--- src/rtl/tmr_pkg.sv ---
// Package tmr_pkg
// Shared constants for the system timer: register offsets and control bit
// positions. Assumes byte addressing with word-aligned registers.
package tmr_pkg;

    // Byte offsets of the four registers
    localparam int unsigned OFS_CTRL   = 0;
    localparam int unsigned OFS_CNT_LO = 4;
    localparam int unsigned OFS_CNT_HI = 8;
    localparam int unsigned OFS_CMP    = 12;

    // Control word bit positions
    localparam int unsigned FLAG_BIT = 0;
    localparam int unsigned ENA_BIT  = 4;

    // Register selector decoded from the address
    typedef enum logic [1:0] {
        SEL_CTRL   = 2'd0,
        SEL_CNT_LO = 2'd1,
        SEL_CNT_HI = 2'd2,
        SEL_CMP    = 2'd3
    } reg_sel_e;

endpackage

--- src/rtl/tmr_counter.sv ---
// Module tmr_counter
// Two-word free-running counter. The low word advances on each tick; the
// high word advances in the same edge when the low word wraps.
// Assumes: synchronous active-low reset, tick_en already synchronous.
module tmr_counter #(
    parameter int unsigned WORD_W = 32
) (
    input  logic              clk,
    input  logic              rst_n,
    input  logic              tick_en,
    output logic [WORD_W-1:0] cnt_lo,
    output logic [WORD_W-1:0] cnt_hi
);

    localparam logic [WORD_W-1:0] ONE = WORD_W'(1);

    logic lo_full;

    // Detect that the next tick will wrap the low word
    always_comb begin
        lo_full = &cnt_lo;
    end

    // Advance the low word per tick and carry into the high word
    always_ff @(posedge clk) begin
        if (!rst_n) begin
            cnt_lo <= '0;
            cnt_hi <= '0;
        end else if (tick_en) begin
            cnt_lo <= cnt_lo + ONE;
            if (lo_full) begin
                cnt_hi <= cnt_hi + ONE;
            end
        end
    end

endmodule

--- src/rtl/tmr_compare.sv ---
// Module tmr_compare
// Compare register, compare enable and sticky match flag. A match is an
// enabled tick cycle on which the counter low word equals the compare value.
// A match on the same edge as a write-1 clear leaves the flag set.
// Assumes: write strobes are single-cycle pulses from the register decoder.
module tmr_compare #(
    parameter int unsigned WORD_W = 32
) (
    input  logic              clk,
    input  logic              rst_n,
    input  logic              tick_en,
    input  logic [WORD_W-1:0] cnt_lo,
    input  logic              ctrl_wr,
    input  logic              clr_bit,
    input  logic              ena_bit,
    input  logic              cmp_wr,
    input  logic [WORD_W-1:0] cmp_wdata,
    output logic [WORD_W-1:0] cmp_val,
    output logic              ena,
    output logic              flag
);

    logic match_hit;
    logic clr_req;

    // Qualify the equality with enable and tick; build the clear request
    always_comb begin
        match_hit = ena && tick_en && (cnt_lo == cmp_val);
        clr_req   = ctrl_wr && clr_bit;
    end

    // Hold the compare value written by software
    always_ff @(posedge clk) begin
        if (!rst_n) begin
            cmp_val <= '0;
        end else if (cmp_wr) begin
            cmp_val <= cmp_wdata;
        end
    end

    // Hold the compare enable written by software
    always_ff @(posedge clk) begin
        if (!rst_n) begin
            ena <= 1'b0;
        end else if (ctrl_wr) begin
            ena <= ena_bit;
        end
    end

    // Sticky match flag: set has priority over write-1 clear
    always_ff @(posedge clk) begin
        if (!rst_n) begin
            flag <= 1'b0;
        end else if (match_hit) begin
            flag <= 1'b1;
        end else if (clr_req) begin
            flag <= 1'b0;
        end
    end

endmodule

--- src/rtl/tmr_regbus.sv ---
// Module tmr_regbus
// Address decoder and read multiplexer for the timer's four word registers.
// Produces write strobes for the writable registers and returns read data
// in the same cycle as the read strobe. Offsets outside the map and
// misaligned offsets decode to nothing and read as zero.
// Assumes: ADDR_W >= 4.
module tmr_regbus
    import tmr_pkg::*;
#(
    parameter int unsigned ADDR_W = 8,
    parameter int unsigned WORD_W = 32
) (
    input  logic [ADDR_W-1:0] bus_addr,
    input  logic              bus_we,
    input  logic              bus_re,
    input  logic [WORD_W-1:0] ctrl_word,
    input  logic [WORD_W-1:0] cnt_lo,
    input  logic [WORD_W-1:0] cnt_hi,
    input  logic [WORD_W-1:0] cmp_val,
    output logic              ctrl_wr,
    output logic              cmp_wr,
    output logic [WORD_W-1:0] bus_rdata
);

    localparam int unsigned MAP_BYTES = OFS_CMP + 4;

    logic     in_map;
    reg_sel_e sel;

    // Decide whether the address names a mapped, aligned register
    always_comb begin
        in_map = (bus_addr < ADDR_W'(MAP_BYTES)) && (bus_addr[1:0] == 2'b00);
        sel    = reg_sel_e'(bus_addr[3:2]);
    end

    // Generate write strobes; counter words have no strobe
    always_comb begin
        ctrl_wr = bus_we && in_map && (sel == SEL_CTRL);
        cmp_wr  = bus_we && in_map && (sel == SEL_CMP);
    end

    // Select read data; zero when idle or unmapped
    always_comb begin
        bus_rdata = '0;
        if (bus_re && in_map) begin
            unique case (sel)
                SEL_CTRL:   bus_rdata = ctrl_word;
                SEL_CNT_LO: bus_rdata = cnt_lo;
                SEL_CNT_HI: bus_rdata = cnt_hi;
                SEL_CMP:    bus_rdata = cmp_val;
            endcase
        end
    end

endmodule

--- src/rtl/sys_tick_timer.sv ---
// Module sys_tick_timer
// Top of the system timer: free-running two-word counter, one compare
// channel on the low word with a sticky match flag, and a level interrupt.
// Assumes: single-cycle register bus, byte offsets, WORD_W >= 5 so that the
// enable bit fits in the control word.
module sys_tick_timer
    import tmr_pkg::*;
#(
    parameter int unsigned ADDR_W = 8,
    parameter int unsigned WORD_W = 32
) (
    input  logic              clk,
    input  logic              rst_n,
    input  logic              tick_en,
    input  logic [ADDR_W-1:0] bus_addr,
    input  logic              bus_we,
    input  logic [WORD_W-1:0] bus_wdata,
    input  logic              bus_re,
    output logic [WORD_W-1:0] bus_rdata,
    output logic              irq
);

    logic [WORD_W-1:0] cnt_lo;
    logic [WORD_W-1:0] cnt_hi;
    logic [WORD_W-1:0] cmp_val;
    logic [WORD_W-1:0] ctrl_word;
    logic              ctrl_wr;
    logic              cmp_wr;
    logic              ena;
    logic              flag;

    tmr_counter #(.WORD_W(WORD_W)) u_cnt (
        .clk     (clk),
        .rst_n   (rst_n),
        .tick_en (tick_en),
        .cnt_lo  (cnt_lo),
        .cnt_hi  (cnt_hi)
    );

    tmr_compare #(.WORD_W(WORD_W)) u_cmp (
        .clk       (clk),
        .rst_n     (rst_n),
        .tick_en   (tick_en),
        .cnt_lo    (cnt_lo),
        .ctrl_wr   (ctrl_wr),
        .clr_bit   (bus_wdata[FLAG_BIT]),
        .ena_bit   (bus_wdata[ENA_BIT]),
        .cmp_wr    (cmp_wr),
        .cmp_wdata (bus_wdata),
        .cmp_val   (cmp_val),
        .ena       (ena),
        .flag      (flag)
    );

    // Assemble the control word; unused bits read zero
    always_comb begin
        ctrl_word           = '0;
        ctrl_word[FLAG_BIT] = flag;
        ctrl_word[ENA_BIT]  = ena;
    end

    tmr_regbus #(.ADDR_W(ADDR_W), .WORD_W(WORD_W)) u_bus (
        .bus_addr  (bus_addr),
        .bus_we    (bus_we),
        .bus_re    (bus_re),
        .ctrl_word (ctrl_word),
        .cnt_lo    (cnt_lo),
        .cnt_hi    (cnt_hi),
        .cmp_val   (cmp_val),
        .ctrl_wr   (ctrl_wr),
        .cmp_wr    (cmp_wr),
        .bus_rdata (bus_rdata)
    );

    // Drive the level interrupt from the sticky flag
    always_comb begin
        irq = flag;
    end

endmodule

--- config.mk ---
export PLATFORM = sky130hd
export DESIGN_NAME = sys_tick_timer
export DESIGN_NICKNAME = d
export VERILOG_FILES = /design/src/rtl/tmr_pkg.sv /design/src/rtl/tmr_counter.sv /design/src/rtl/tmr_compare.sv /design/src/rtl/tmr_regbus.sv /design/src/rtl/sys_tick_timer.sv
export SDC_FILE = /design/constraint.sdc
export NUM_CORES = 1
export LEC_CHECK = 0
export ABC_AREA = 1
export ABC_CLOCK_PERIOD_IN_PS = 1600
export BUFFER_PORTS_ARGS = -buffer_cell sky130_fd_sc_hd__buf_2
export CAP_MARGIN = 20
export CORE_UTILIZATION = 50
export CTS_CLUSTER_DIAMETER = 60
export DETAILED_ROUTE_END_ITERATION = 8
export MAX_ROUTING_LAYER = met4
export PLACE_DENSITY = 0.7
export SYNTH_ARGS = -nofsm -noshare
export SYNTH_HDL_FRONTEND = slang
export SYNTH_HIERARCHICAL = 1
export SYNTH_SLANG_ARGS = --single-unit
--- constraint.sdc ---
create_clock -name clk -period 1.6 [get_ports clk]
set_input_delay 0.32 -clock clk [delete_from_list [all_inputs] [get_ports clk]]
set_output_delay 0.32 -clock clk [all_outputs]
set_load 0.05 [all_outputs]
== After elaboration in Yosys (flattened, before gate mapping) ==
Index checks and enable logic that the tools add are counted.

* Eq/ne operators: 4
* Reduce and logical (&&, ||, !) cells: 12
* $lt $le $gt $ge: 1
* Multiplexer cells: 4
* Add/sub/neg operators: 2

{| class="wikitable"
|+ Operator list
! cell !! count
|-
| $pmux 32 s4 || 1
|-
| $add 32x1->32 const B || 2
|-
| $reduce_and 33->1 || 1
|-
| $eq 32x32->1 || 1
|-
| $mux 32 || 1
|-
| $logic_and 1x1->1 || 8
|-
| $lt 8x5->1 const B || 1
|-
| $eq 2x2->1 const B || 2
|-
| $logic_not 2->1 || 2
|-
| $eq 2x1->1 const B || 1
|-
| $mux 1 || 2
|-
| $reduce_bool 2->1 || 1
|}

* Output and inout port bits: 33
* Logic and storage cells: 28
* Register bits after elaboration: 98

== Logic depth before layout (Yosys ltp) ==
* Depth in word-level cells: 7
* Depth in mapped cells: 10

== Modules after synthesis ==
The synthesis kept the hierarchy.

{| class="wikitable"
|+ Modules (own cells, without submodules)
! module !! times used !! area an instance (um^2) !! cells each
|-
| tmr_counter || 1 || 3644.7 || 591
|-
| tmr_compare || 1 || 1709.1 || 265
|-
| tmr_regbus || 1 || 1348.8 || 295
|-
| sys_tick_timer || 1 || 3.8 || 1
|}

== Worst setup path after synthesis ==
Ideal clock, no wire load.

* Kind: input port to output port
* Start: in bus_addr[7]
* End: out bus_rdata[0]
* Stages on the path: 5
* Arrival: 1.594 ns
* Setup slack: -0.314 ns
* Data required time: 1.280 ns
* Cells stage by stage: or2_1 nor2_2 nand2_2 buf_6 nor2_1

* Word-level cells in the longest chain between the ends: 4

{| class="wikitable"
|+ RTL lines
! element !! line !! text
|-
| start, declared || sys_tick_timer.sv:15 || <nowiki>input logic [ADDR_W-1:0] bus_addr,</nowiki>
|-
| $lt 8x5->1 || tmr_regbus.sv:32 || <nowiki>in_map = (bus_addr < ADDR_W'(MAP_BYTES)) && (bus_addr[1:0] == 2'b00);</nowiki>
|-
| $logic_and 1x1->1 || tmr_regbus.sv:32 ||
|-
| $logic_and 1x1->1 || tmr_regbus.sv:45 || <nowiki>if (bus_re && in_map) begin</nowiki>
|-
| $mux 32 || tmr_regbus.sv:45 ||
|-
| end, declared || sys_tick_timer.sv:19 || <nowiki>output logic [WORD_W-1:0] bus_rdata,</nowiki>
|}

No other way between the ends.

== Worst setup path in the final report ==
* Start: in bus_addr[7]
* End: out bus_rdata[27]

Same word-level chain as after synthesis.

==> metrics.csv <==
stage;metric;value;unit
setup_path;critPathMaxStageDelay;0.24;ns
clocking;clock_latency;0.36;ns
setup_path;cp.arrival;1.42;ns
grt;grt.met3_usage;0.0557;
routing;wire_per_inst;15.8;um
logic_synthesis;synth_xor_area_frac;0.0340;
logic_synthesis;synthMuxAreaShare;0;
routing;final_antenna_net_count;0;
logic_synthesis;synth_top_family_by_area;simple AND/OR/NAND/NOR gates;
clocking;postCtsHoldBufs;0;
grt;grt_usage;0.338;
sta;period_minus_slack;1.74;ns
sta;rsz0062_at_grt;true;
grt;grt_max_degree;35;
logic_synthesis;synthTopCellsByCount;nor2_1, nand2_1, nand3_1;
routing;drc;0;
logic_synthesis;yosys_most_used_dff;dfxtp_1;
finish;syn2layout_area_growth;49.2;%
run_status;violations;setup timing;
sta;finalSetupTns;-3.43;ns
logic_synthesis;synth_area_leaders;dfxtp_1, nor2_1, nand3_1, nand2_1, inv_1;
pwr;p_per_area;514;nW/um^2
logic_synthesis;yosysTopAreaCell;dfxtp_1;
clocking;h-tree-depth;3;
grt;grt_pass1_wl;36000;um
logic_synthesis;synth_compound_area_frac;0.0819;
logic_synthesis;ys_ff_latch;98;
setup_path;crit_slowest_cell;or2_4;
placement;dp.final_hpwl;16300;um
setup_path;crit_path_end_kind;output port;
routing;drtPass1Iterations;6;
routing;vias_per_cell;5.40;
floorplanning;die_y;118;um
grt;grt_pass1_vias;7302;
logic_synthesis;syn_avg_cell_area;5.82;um^2
setup_path;cp_num_buf_inv;3;
setup_path;critPathKind;in2out;
pwr;power_leakage;4.07;nW
floorplanning;num_rows;41;
clocking;cts_tree;done;
floorplanning;die_w;118;um
logic_synthesis;netlist_instances;1152;
sta;hold-worst-slack;0.172;ns
setup_path;crit_path_frequent_cell;nor2_4;
logic_synthesis;yosysSeqAreaShare;0.293;
finish;postLayoutCellArea;10000;um^2
grt;globalRouteMet1Util;0.430;
pwr;ir_drop;0.661;mV
logic_synthesis;synth-adder-area-share;0.00373;
sta;setup_slack;-0.138;ns
routing;first_iter_violations;786;
finish;drive_above_1_share;0.351;
sta;clock.fmax;575;MHz
routing;wl;24300;um
placement;port_buffers;77;
logic_synthesis;yosysMostFrequentCell;nor2_1;
floorplanning;die_area;13900;um^2
logic_synthesis;ys_types;37;
floorplanning;coreArea;12800;um^2
grt;grt_busiest_layer;met2;
setup_path;critical_path.cell_chain;buf_6 -> or2_4 -> nor2_4 -> nand2_8 -> clkbuf_16 -> nor2_4 -> buf_8;
routing;num_vias;8326;
setup_path;crit_fanout;6;
logic_synthesis;synth_top_area_frac;0.293;
placement;gp_congestion;0.961;
sta;final-hold-violation-count;0;
grt;antenna_found_initial;0;
logic_synthesis;synth_simple_gate_area_frac;0.476;
sta;setup_violations;32;
logic_synthesis;async_reset_ff_frac;0;
logic_synthesis;syn_area;6710;um^2
setup_path;cp.required;1.28;ns
finish;finalNetCount;1413;
sta;slew_violations;0;
logic_synthesis;ys_warn_count;6;
setup_path;start_kind;input port;
grt;grt_use_met2;0.536;
finish;antennaDiodeCount;0;
sta;period_share;1.09;
clocking;clk_path_buf_depth;2;
clocking;clk_pin_slew;0.07;ns
logic_synthesis;synth_edf_count;0;
run_status;status;finished with violations;
setup_path;cpLargestDelayFamily;simple AND/OR/NAND/NOR gates;
worst_hold_path;hold_path.class;in2reg;
clocking;clock_sinks;98;
finish;final_util;0.780;
floorplanning;initial_core_util;0.523;
floorplanning;io-pin-count;78;
clocking;cts_buffers;9;
run;drv_cap;0;
grt;grt_overflow;0;
clocking;cts-root-buf;clkbuf_16;
sta;fin_worst_skew;0.00772;ns
placement;place_area;8370;um^2
==> registers in the layout (all words and copies together), names as in the netlist <==
signal,count
u_cmp/cmp_val,32
u_cnt/cnt_lo,32
u_cmp/flag,1
u_cmp/ena,1
u_cnt/cnt_hi,32
==> per-stage QoR <==
step	power (mW)	cells	setup slack [ns]
6_report	5.14	1543	-0.138
3_3_place_gp	2.94	1503	-0.219
3_5_place_dp	2.94	1503	-0.244
5_1_grt	5.29	1543	-0.188
4_1_cts	5.14	1532	-0.0795
2_1_floorplan	2.76	1181	-0.142
==> power breakdown <==
group          switching (mW)  internal [mW]  leakage (nW)
combinational           0.311          0.205          3.10
sequential            0.00885           2.43         0.820
clock                    1.06           1.13         0.146
==> cell usage in the layout (no fill, tap or decap), types with 42 or more instances in the layout <==
| cell | n |
|---|---|
| dfxtp_1 | 44 |
| o21ai_0 | 46 |
| inv_1 | 121 |
| nor2_2 | 55 |
| nor2_4 | 62 |
| nor2_1 | 186 |
| buf_2 | 42 |
| dfxtp_2 | 45 |
| nand3_1 | 129 |
| a21oi_1 | 52 |
| buf_4 | 111 |
| nand2_1 | 220 |
==> worst reg2reg max path, cell delays in order, from the launching register on <==
cell	delay, ns
dfxtp_2	0.37
buf_6	0.12
inv_1	0.07
nor2_4	0.16
nand2_1	0.13
nor2_1	0.15
nand3b_1	0.14
nor2_4	0.14
nand2_1	0.07
nand2_1	0.07
nor2_1	0.05
==> cell type report <==
type                    count  area, um^2
multi-input cells         909        4950
fillers                   973        2820
inverters                 128         483
clock buffers              10         239
clock inverters             6        55.1
repair buffers            220        2010
well taps                 172         215
flip-flops and latches     98        2050
==> per-layer routing <==
| layer | share of wire | wire length [um] |
|---|---|---|
| met5 | 0 | 0 |
| met4 | 0.039 | 938 |
| met3 | 0.067 | 1630 |
| met2 | 0.47 | 11400 |
| met1 | 0.43 | 10400 |
==> worst paths after layout <==
kind,startpoint,slack (ns),cells after the start,end
worst min-delay path,bus_wdata[14],0.17,3,u_cmp/cmp_val[14]
worst min register to register,u_cmp/cmp_val[26],0.51,2,u_cmp/cmp_val[26]
worst max register to register,u_cnt/cnt_hi[0],0.03,10,u_cnt/cnt_hi[21]
worst max-delay path,bus_addr[7],-0.14,7,bus_rdata[27]
==> cells by family (layout without fill, tap and decap cells) <==
| group | count (synthesis) | count (layout) |
|---|---|---|
| compound gates | 106 | 106 |
| xor+xnor | 26 | 26 |
| fa+ha+maj | 2 | 2 |
| buf+inv | 174 | 364 |
| flops | 98 | 98 |
| other cells | 1 | 30 |
| simple gates | 745 | 745 |
==> timing repair <==
action,in CTS,in global routing
gates resized for setup,208,122
buffers inserted,17,7
setup endpoints to repair,56,87
cloned,1,4
pin swaps,43,42
No activity file was read; power rests on OpenSTA's default activity.
